==> config.mk <==
export PLATFORM = sky130hd
export DESIGN_NAME = cpu_priv_window
export DESIGN_NICKNAME = d
export VERILOG_FILES = /design/src/rtl/priv_win_pkg.sv /design/src/rtl/priv_addr_decode.sv /design/src/rtl/snoop_regs.sv /design/src/rtl/priv_rdata_reg.sv /design/src/rtl/cpu_priv_window.sv
export SDC_FILE = /design/constraint.sdc
export NUM_CORES = 1
export LEC_CHECK = 0
export BUFFER_PORTS_ARGS = -buffer_cell sky130_fd_sc_hd__buf_2
export CAP_MARGIN = 0
export CORE_MARGIN = 1.5
export CORE_UTILIZATION = 42
export CTS_CLUSTER_DIAMETER = 40
export DETAILED_ROUTE_END_ITERATION = 10
export HOLD_SLACK_MARGIN = 0.12
export PLACE_DENSITY = 0.8
export REMOVE_ABC_BUFFERS = 1
export SLEW_MARGIN = 15
export SYNTH_ARGS = -nofsm -noshare
export SYNTH_HDL_FRONTEND = slang
export SYNTH_SLANG_ARGS = --single-unit
==> constraint.sdc <==
create_clock -name clk_i -period 2.03 [get_ports clk_i]
set_input_delay 0.1015 -clock clk_i [delete_from_list [all_inputs] [get_ports clk_i]]
set_output_delay 0.1015 -clock clk_i [all_outputs]
set_load 0.005 [all_outputs]
==> src/rtl/priv_win_pkg.sv <==
package priv_win_pkg;
  localparam int WIN_AW = 12;

  typedef enum logic [1:0] {
    TGT_NONE,
    TGT_SNOOP,
    TGT_IRQ,
    TGT_TMR
  } tgt_e;

  localparam logic [WIN_AW-1:0] IRQ_BASE = 12'h100;
  localparam logic [WIN_AW-1:0] IRQ_BANK = 12'h200;
  localparam logic [WIN_AW-1:0] TMR_BASE = 12'h600;
  localparam logic [WIN_AW-1:0] TMR_BANK = 12'h700;
  localparam logic [WIN_AW-1:0] WIN_END  = 12'hB00;

  localparam logic [3:0] IRQ_PAGE0 = 4'd2;
  localparam logic [3:0] TMR_PAGE0 = 4'd7;
endpackage

==> src/rtl/priv_addr_decode.sv <==
module priv_addr_decode
  import priv_win_pkg::*;
#(
  parameter int NUM_CPUS = 4,
  parameter int IDX_W    = 2
) (
  input  logic [WIN_AW-1:0] addr_i,
  input  logic [IDX_W-1:0]  cpu_id_i,
  output tgt_e              tgt_o,
  output logic [IDX_W-1:0]  idx_o,
  output logic              idx_ok_o,
  output logic [7:0]        off_o
);
  localparam logic [3:0] NCPU = 4'(NUM_CPUS);

  logic [3:0] page;
  logic [3:0] idx_full;

  assign page = addr_i[11:8];

  always_comb begin
    tgt_o    = TGT_NONE;
    idx_full = '0;
    if (addr_i < IRQ_BASE) begin
      tgt_o = TGT_SNOOP;
    end else if (addr_i < TMR_BASE) begin
      tgt_o    = TGT_IRQ;
      idx_full = (addr_i < IRQ_BANK) ? 4'(cpu_id_i) : page - IRQ_PAGE0;
    end else if (addr_i < WIN_END) begin
      tgt_o    = TGT_TMR;
      idx_full = (addr_i < TMR_BANK) ? 4'(cpu_id_i) : page - TMR_PAGE0;
    end
  end

  assign idx_ok_o = (idx_full < NCPU);
  assign idx_o    = idx_full[IDX_W-1:0];
  assign off_o    = addr_i[7:0];
endmodule

==> src/rtl/snoop_regs.sv <==
module snoop_regs #(
  parameter int NUM_CPUS = 4,
  parameter int DATA_W   = 32
) (
  input  logic              clk_i,
  input  logic              rst_ni,
  input  logic              wr_i,
  input  logic [7:0]        off_i,
  input  logic              wbit_i,
  output logic [DATA_W-1:0] rdata_o,
  output logic              hit_o
);
  localparam logic [DATA_W-1:0] CFG_VAL =
    DATA_W'((((1 << NUM_CPUS) - 1) << 4) | (NUM_CPUS - 1));

  localparam logic [7:0] OFF_CTRL = 8'h00;
  localparam logic [7:0] OFF_CFG  = 8'h04;
  localparam logic [7:0] OFF_STAT = 8'h08;
  localparam logic [7:0] OFF_INV  = 8'h0C;

  logic ctrl_q;

  always_ff @(posedge clk_i or negedge rst_ni) begin
    if (!rst_ni)                         ctrl_q <= 1'b0;
    else if (wr_i && off_i == OFF_CTRL)  ctrl_q <= wbit_i;
  end

  always_comb begin
    rdata_o = '0;
    hit_o   = 1'b1;
    unique case (off_i)
      OFF_CTRL: rdata_o = DATA_W'(ctrl_q);
      OFF_CFG:  rdata_o = CFG_VAL;
      OFF_STAT: rdata_o = '0;
      OFF_INV:  rdata_o = '0;
      default:  hit_o   = 1'b0;
    endcase
  end


  inv_noop_chk: assert property (@(posedge clk_i) disable iff (!rst_ni)
    (wr_i && off_i == OFF_INV) |=> $stable(ctrl_q));


  ctrl_hold_chk: assert property (@(posedge clk_i) disable iff (!rst_ni)
    !wr_i |=> $stable(ctrl_q));
endmodule

==> src/rtl/priv_rdata_reg.sv <==
module priv_rdata_reg #(
  parameter int DATA_W = 32
) (
  input  logic              clk_i,
  input  logic              rst_ni,
  input  logic              re_i,
  input  logic [DATA_W-1:0] data_i,
  input  logic              miss_i,
  output logic [DATA_W-1:0] rdata_o,
  output logic              err_o
);
  always_ff @(posedge clk_i or negedge rst_ni) begin
    if (!rst_ni) begin
      rdata_o <= '0;
      err_o   <= 1'b0;
    end else begin
      err_o <= re_i & miss_i;
      if (re_i) rdata_o <= miss_i ? '0 : data_i;
    end
  end


  err_zero_chk: assert property (@(posedge clk_i) disable iff (!rst_ni)
    err_o |-> (rdata_o == '0));


  err_late_chk: assert property (@(posedge clk_i) disable iff (!rst_ni)
    err_o |-> $past(re_i));
endmodule

==> src/rtl/cpu_priv_window.sv <==
module cpu_priv_window
  import priv_win_pkg::*;
#(
  parameter int NUM_CPUS = 4,
  parameter int DATA_W   = 32,
  localparam int IDX_W   = (NUM_CPUS > 1) ? $clog2(NUM_CPUS) : 1
) (
  input  logic              clk_i,
  input  logic              rst_ni,
  input  logic [11:0]       addr_i,
  input  logic [IDX_W-1:0]  cpu_id_i,
  input  logic              we_i,
  input  logic              re_i,
  input  logic [DATA_W-1:0] wdata_i,
  output logic [DATA_W-1:0] rdata_o,
  output logic              err_o,
  output logic              irq_wr_o,
  output logic              irq_rd_o,
  output logic [IDX_W-1:0]  irq_cpu_o,
  output logic [7:0]        irq_off_o,
  input  logic [DATA_W-1:0] irq_rdata_i,
  output logic              tmr_wr_o,
  output logic              tmr_rd_o,
  output logic [IDX_W-1:0]  tmr_cpu_o,
  output logic [3:0]        tmr_off_o,
  input  logic [DATA_W-1:0] tmr_rdata_i
);
  localparam logic [DATA_W-1:0] CFG_EXP =
    DATA_W'((((1 << NUM_CPUS) - 1) << 4) | (NUM_CPUS - 1));

  tgt_e              tgt;
  logic [IDX_W-1:0]  idx;
  logic              idx_ok;
  logic [7:0]        off;
  logic [DATA_W-1:0] snoop_rdata;
  logic              snoop_hit;
  logic              irq_go, tmr_go, snoop_wr;
  logic [DATA_W-1:0] rd_mux;
  logic              rd_miss;
  logic              unused_wdata;

  assign unused_wdata = ^wdata_i[DATA_W-1:1];

  priv_addr_decode #(.NUM_CPUS(NUM_CPUS), .IDX_W(IDX_W)) u_decode (
    .addr_i   (addr_i),
    .cpu_id_i (cpu_id_i),
    .tgt_o    (tgt),
    .idx_o    (idx),
    .idx_ok_o (idx_ok),
    .off_o    (off)
  );

  assign snoop_wr = we_i && (tgt == TGT_SNOOP);
  assign irq_go   = (tgt == TGT_IRQ) && idx_ok;
  assign tmr_go   = (tgt == TGT_TMR) && idx_ok;

  snoop_regs #(.NUM_CPUS(NUM_CPUS), .DATA_W(DATA_W)) u_snoop (
    .clk_i   (clk_i),
    .rst_ni  (rst_ni),
    .wr_i    (snoop_wr),
    .off_i   (off),
    .wbit_i  (wdata_i[0]),
    .rdata_o (snoop_rdata),
    .hit_o   (snoop_hit)
  );

  assign irq_wr_o  = we_i && irq_go;
  assign irq_rd_o  = re_i && irq_go;
  assign irq_cpu_o = idx;
  assign irq_off_o = off;
  assign tmr_wr_o  = we_i && tmr_go;
  assign tmr_rd_o  = re_i && tmr_go;
  assign tmr_cpu_o = idx;
  assign tmr_off_o = off[3:0];

  always_comb begin
    rd_mux  = '0;
    rd_miss = 1'b1;
    unique case (tgt)
      TGT_SNOOP: begin rd_mux = snoop_rdata; rd_miss = !snoop_hit; end
      TGT_IRQ:   begin rd_mux = irq_rdata_i; rd_miss = !idx_ok;    end
      TGT_TMR:   begin rd_mux = tmr_rdata_i; rd_miss = !idx_ok;    end
      default:   begin rd_mux = '0;          rd_miss = 1'b1;       end
    endcase
  end

  priv_rdata_reg #(.DATA_W(DATA_W)) u_rret (
    .clk_i   (clk_i),
    .rst_ni  (rst_ni),
    .re_i    (re_i),
    .data_i  (rd_mux),
    .miss_i  (rd_miss),
    .rdata_o (rdata_o),
    .err_o   (err_o)
  );


  irq_bank_range_chk: assert property (@(posedge clk_i) disable iff (!rst_ni)
    irq_wr_o |-> (32'(irq_cpu_o) < NUM_CPUS));


  tmr_bank_range_chk: assert property (@(posedge clk_i) disable iff (!rst_ni)
    tmr_wr_o |-> (32'(tmr_cpu_o) < NUM_CPUS));


  tgt_excl_chk: assert property (@(posedge clk_i) disable iff (!rst_ni)
    !((irq_wr_o || irq_rd_o) && (tmr_wr_o || tmr_rd_o)));


  cfg_read_chk: assert property (@(posedge clk_i) disable iff (!rst_ni)
    (re_i && addr_i == 12'h004) |=> (rdata_o == CFG_EXP));
endmodule

==> impl_metrics.ini <==
[clock_network]
htreeDepth = 2
clk_path_buf_depth = 2
postCtsSetupBuffers = 0
cts_root_buf = clkbuf_8
clock-sinks = 34
insertion_delay_ps = 280
cts_resized = 0
cts_tree = done
cts.reportedPaths.clkPinSlew_ps = 70
numCtsBuffers = 5

[critical_path]
required_ps = 1930
cpMaxStageDelayCell = or3b_1
cpLargestDelayFamily = simple AND/OR/NAND/NOR gates
crit_type = input port to output pin
path_buf_inv = 2
crit_path_frequent_cell = buf_2
crit_fanout = 7
cp.arrival_ps = 1660
critPathLaunchType = input port
max_stage_delay_ps = 450
cp_cell_sequence = buf_2, ha_1, or3b_1, o22ai_4, and2_1, and3_1, buf_2
cp-end-kind = output pin

[detailed_routing]
drtPass1Iterations = 5
wl_per_cell_um = 14.3
vias = 2226
drt_iter0_drc = 65
routed_via_density = 5.40
drc_errors = 0
postRouteAntennaNets = 0
wl_um = 5910

[final_layout]
finalNetCount = 458
area_delta_synth_final_pct = 30.4
nFillCells = 482
drive_gt1_share_pct = 58.2
diodes = 0

[die]
ios = 167
row_count = 27
die_w_um = 79.5
fp.dieH_um = 79.5
core-area_um2 = 5570
start_util_pct = 44.0
die_area_um2 = 6310

[timing]
hold_ws_ps = 177
fin_crit_ps = 1770
skew_ps = 0.0651
fin_crit_sh_pct = 87.0
fmax_mhz = 567
setup_viol = 0
finalHoldViolations = 0
tightestPinTransition_ps = 751
rsz0062_at_grt = false
tns_ps = 0
drv_slew = 0
max_slew_margin_pct = 50.0

[synthesis]
synthArstFlopShare_pct = 100
syn_area_per_cell_um2 = 11.3
yosys_warnings = 0
netlist_area_um2 = 2450
syn_inst = 218
synth_cell_types = 49
synth_edf_count = 0
ys_seq_elements = 34
ys_dominant_reg_cell = dfrtp_1
synth_seq_area_share_pct = 34.7

[global_route]
first_global_vias = 2064
gr-usage-met3_pct = 3.31
globalRouteOverflowTotal = 0
met1_usage_pct = 23.8
grt_first_pass_wirelength_um = 9630
met2_usage_pct = 34.8
busiest_layer = met2
grt_max_degree = 35
grt_use_total_pct = 19.3
antenna_found_initial = 0

[min_path]
hold_path_class = input port to flop

[placement]
hpwl_um = 4500
gp_congestion = 0.797
port_buffers = 135

[status]
status = complete, no violations

[run]
drv_cap = 0

[pwr]
power.total_w = 0.00191
peakVddDrop_v = 0.000275
leakagePower_nw = 1.54
power_density_nw_per_um2 = 596
[synthesized netlist by cell type, types with 2 or more instances]
cell	instances	area share (%)
a21oi_1	4	0.82
and2_1	2	0.51
clkbuf_8	6	3.4
buf_6	3	1.4
nor2b_1	2	0.51
buf_4	16	4.9
nand3_1	3	0.61
nand2_1	2	0.31
dfrtp_1	34	35
and3_1	4	1.0
inv_1	35	5.4
ha_1	4	2.0
buf_2	4	0.82
a22oi_1	26	8.0
o32a_1	2	0.82
a221oi_1	5	1.8
nand2b_1	2	0.51
or2_2	2	0.51
clkbuf_1	2	0.31
o32ai_1	3	1.1
o32ai_2	28	19
and2b_2	2	0.71
[worst min-delay path, delay by kind of cell]
| family | cells | cell delay [ps] |
|---|---|---|
| mux | 1 | 140 |
| buf+inv | 1 | 120 |
| simple gates | 1 | 70 |
[timing repair]
action	4_1_cts	5_1_grt
hold endpoints to repair	37	0
endpoints found under the setup margin	0	0
hold buffers	3	0
[routing by layer]
| layer | wire length [um] | vias to the layer above |
|---|---|---|
| met1 | 2400 | 1059 |
| met5 | 0 | - |
| met4 | 70 | 0 |
| met2 | 3010 | 111 |
| li1 | - | 1049 |
| met3 | 424 | 7 |
[sequential cells by signal (all words and copies together), names as in the netlist]
register,flops
u_rret.err_o,1
u_rret.rdata_o,32
u_snoop.ctrl_q,1
[layout by cell type (no fill, tap or decap), types with 2 or more instances in the layout]
master,instances
buf_12,3
o32a_1,2
clkbuf_8,6
o32ai_2,28
a221oi_1,5
nand2_2,2
a21oi_1,4
inv_1,35
and3_1,4
buf_2,135
a22oi_1,26
and2b_2,2
buf_4,8
ha_1,4
dlygate4sd3_1,3
and2_1,2
o32ai_1,3
or2_2,2
dfrtp_1,34
nand2b_1,2
nand3_1,3
[path summary, 6_finish.rpt]
kind | start | to | slack (ps) | cells past startpoint
worst max-delay path | addr_i[8] | irq_rd_o | 260 | 7
max in group asynchronous | rst_ni | u_rret.rdata_o[27] | 1120 | 2
min in group asynchronous | rst_ni | u_rret.err_o | 430 | 2
worst min-delay path | we_i | u_snoop.ctrl_q | 180 | 3
worst min register to register | u_snoop.ctrl_q | u_snoop.ctrl_q | 510 | 1
worst max register to register | u_snoop.ctrl_q | u_rret.rdata_o[0] | 790 | 3
[cell type report]
class	count	area (um2)	share of cell area, %
Multi-Input combinational cell	115	1190	37.2
Inverter	35	131	4.10
Clock buffer	6	82.6	2.58
Timing Repair Buffer	149	826	25.8
Clock inverter	1	30.0	0.938
Tap cell	72	90.1	2.81
Sequential cell	34	851	26.6
[power by group]
part           switching, W  internal [W]  total, W
clock              0.000233      0.000393  0.000625
sequential        0.0000226      0.000723  0.000745
combinational      0.000277      0.000260  0.000538
total              0.000533       0.00138   0.00191
[cell families (layout without fill, tap and decap cells)]
group / after synthesis / after routing / synth area share (%)
AOI/OAI and AO/OA: 77 / 77 / 35.6
muxes: 2 / 2 / 0.866
xor gates and xnor gates: 1 / 1 / 0.357
buffers and inverters: 69 / 191 / 17.1
and+or+nand+nor: 31 / 31 / 9.43
DFF: 34 / 34 / 34.7
adders and majority gates: 4 / 4 / 2.04
[through the flow]
step | setup WS, ps | cells | cell area, um2 | util [%]
finish | 265 | 412 | 3200 | 57.4
global route | 181 | 412 | 3200 | 57.4
CTS | 279 | 412 | 3200 | 57.4
detailed placement | 88.4 | 402 | 3060 | 54.9
global placement | 141 | 402 | 3060 | 54.9
floorplan | -248 | 184 | 2170 | -
Power figures use the tool's default switching activity.
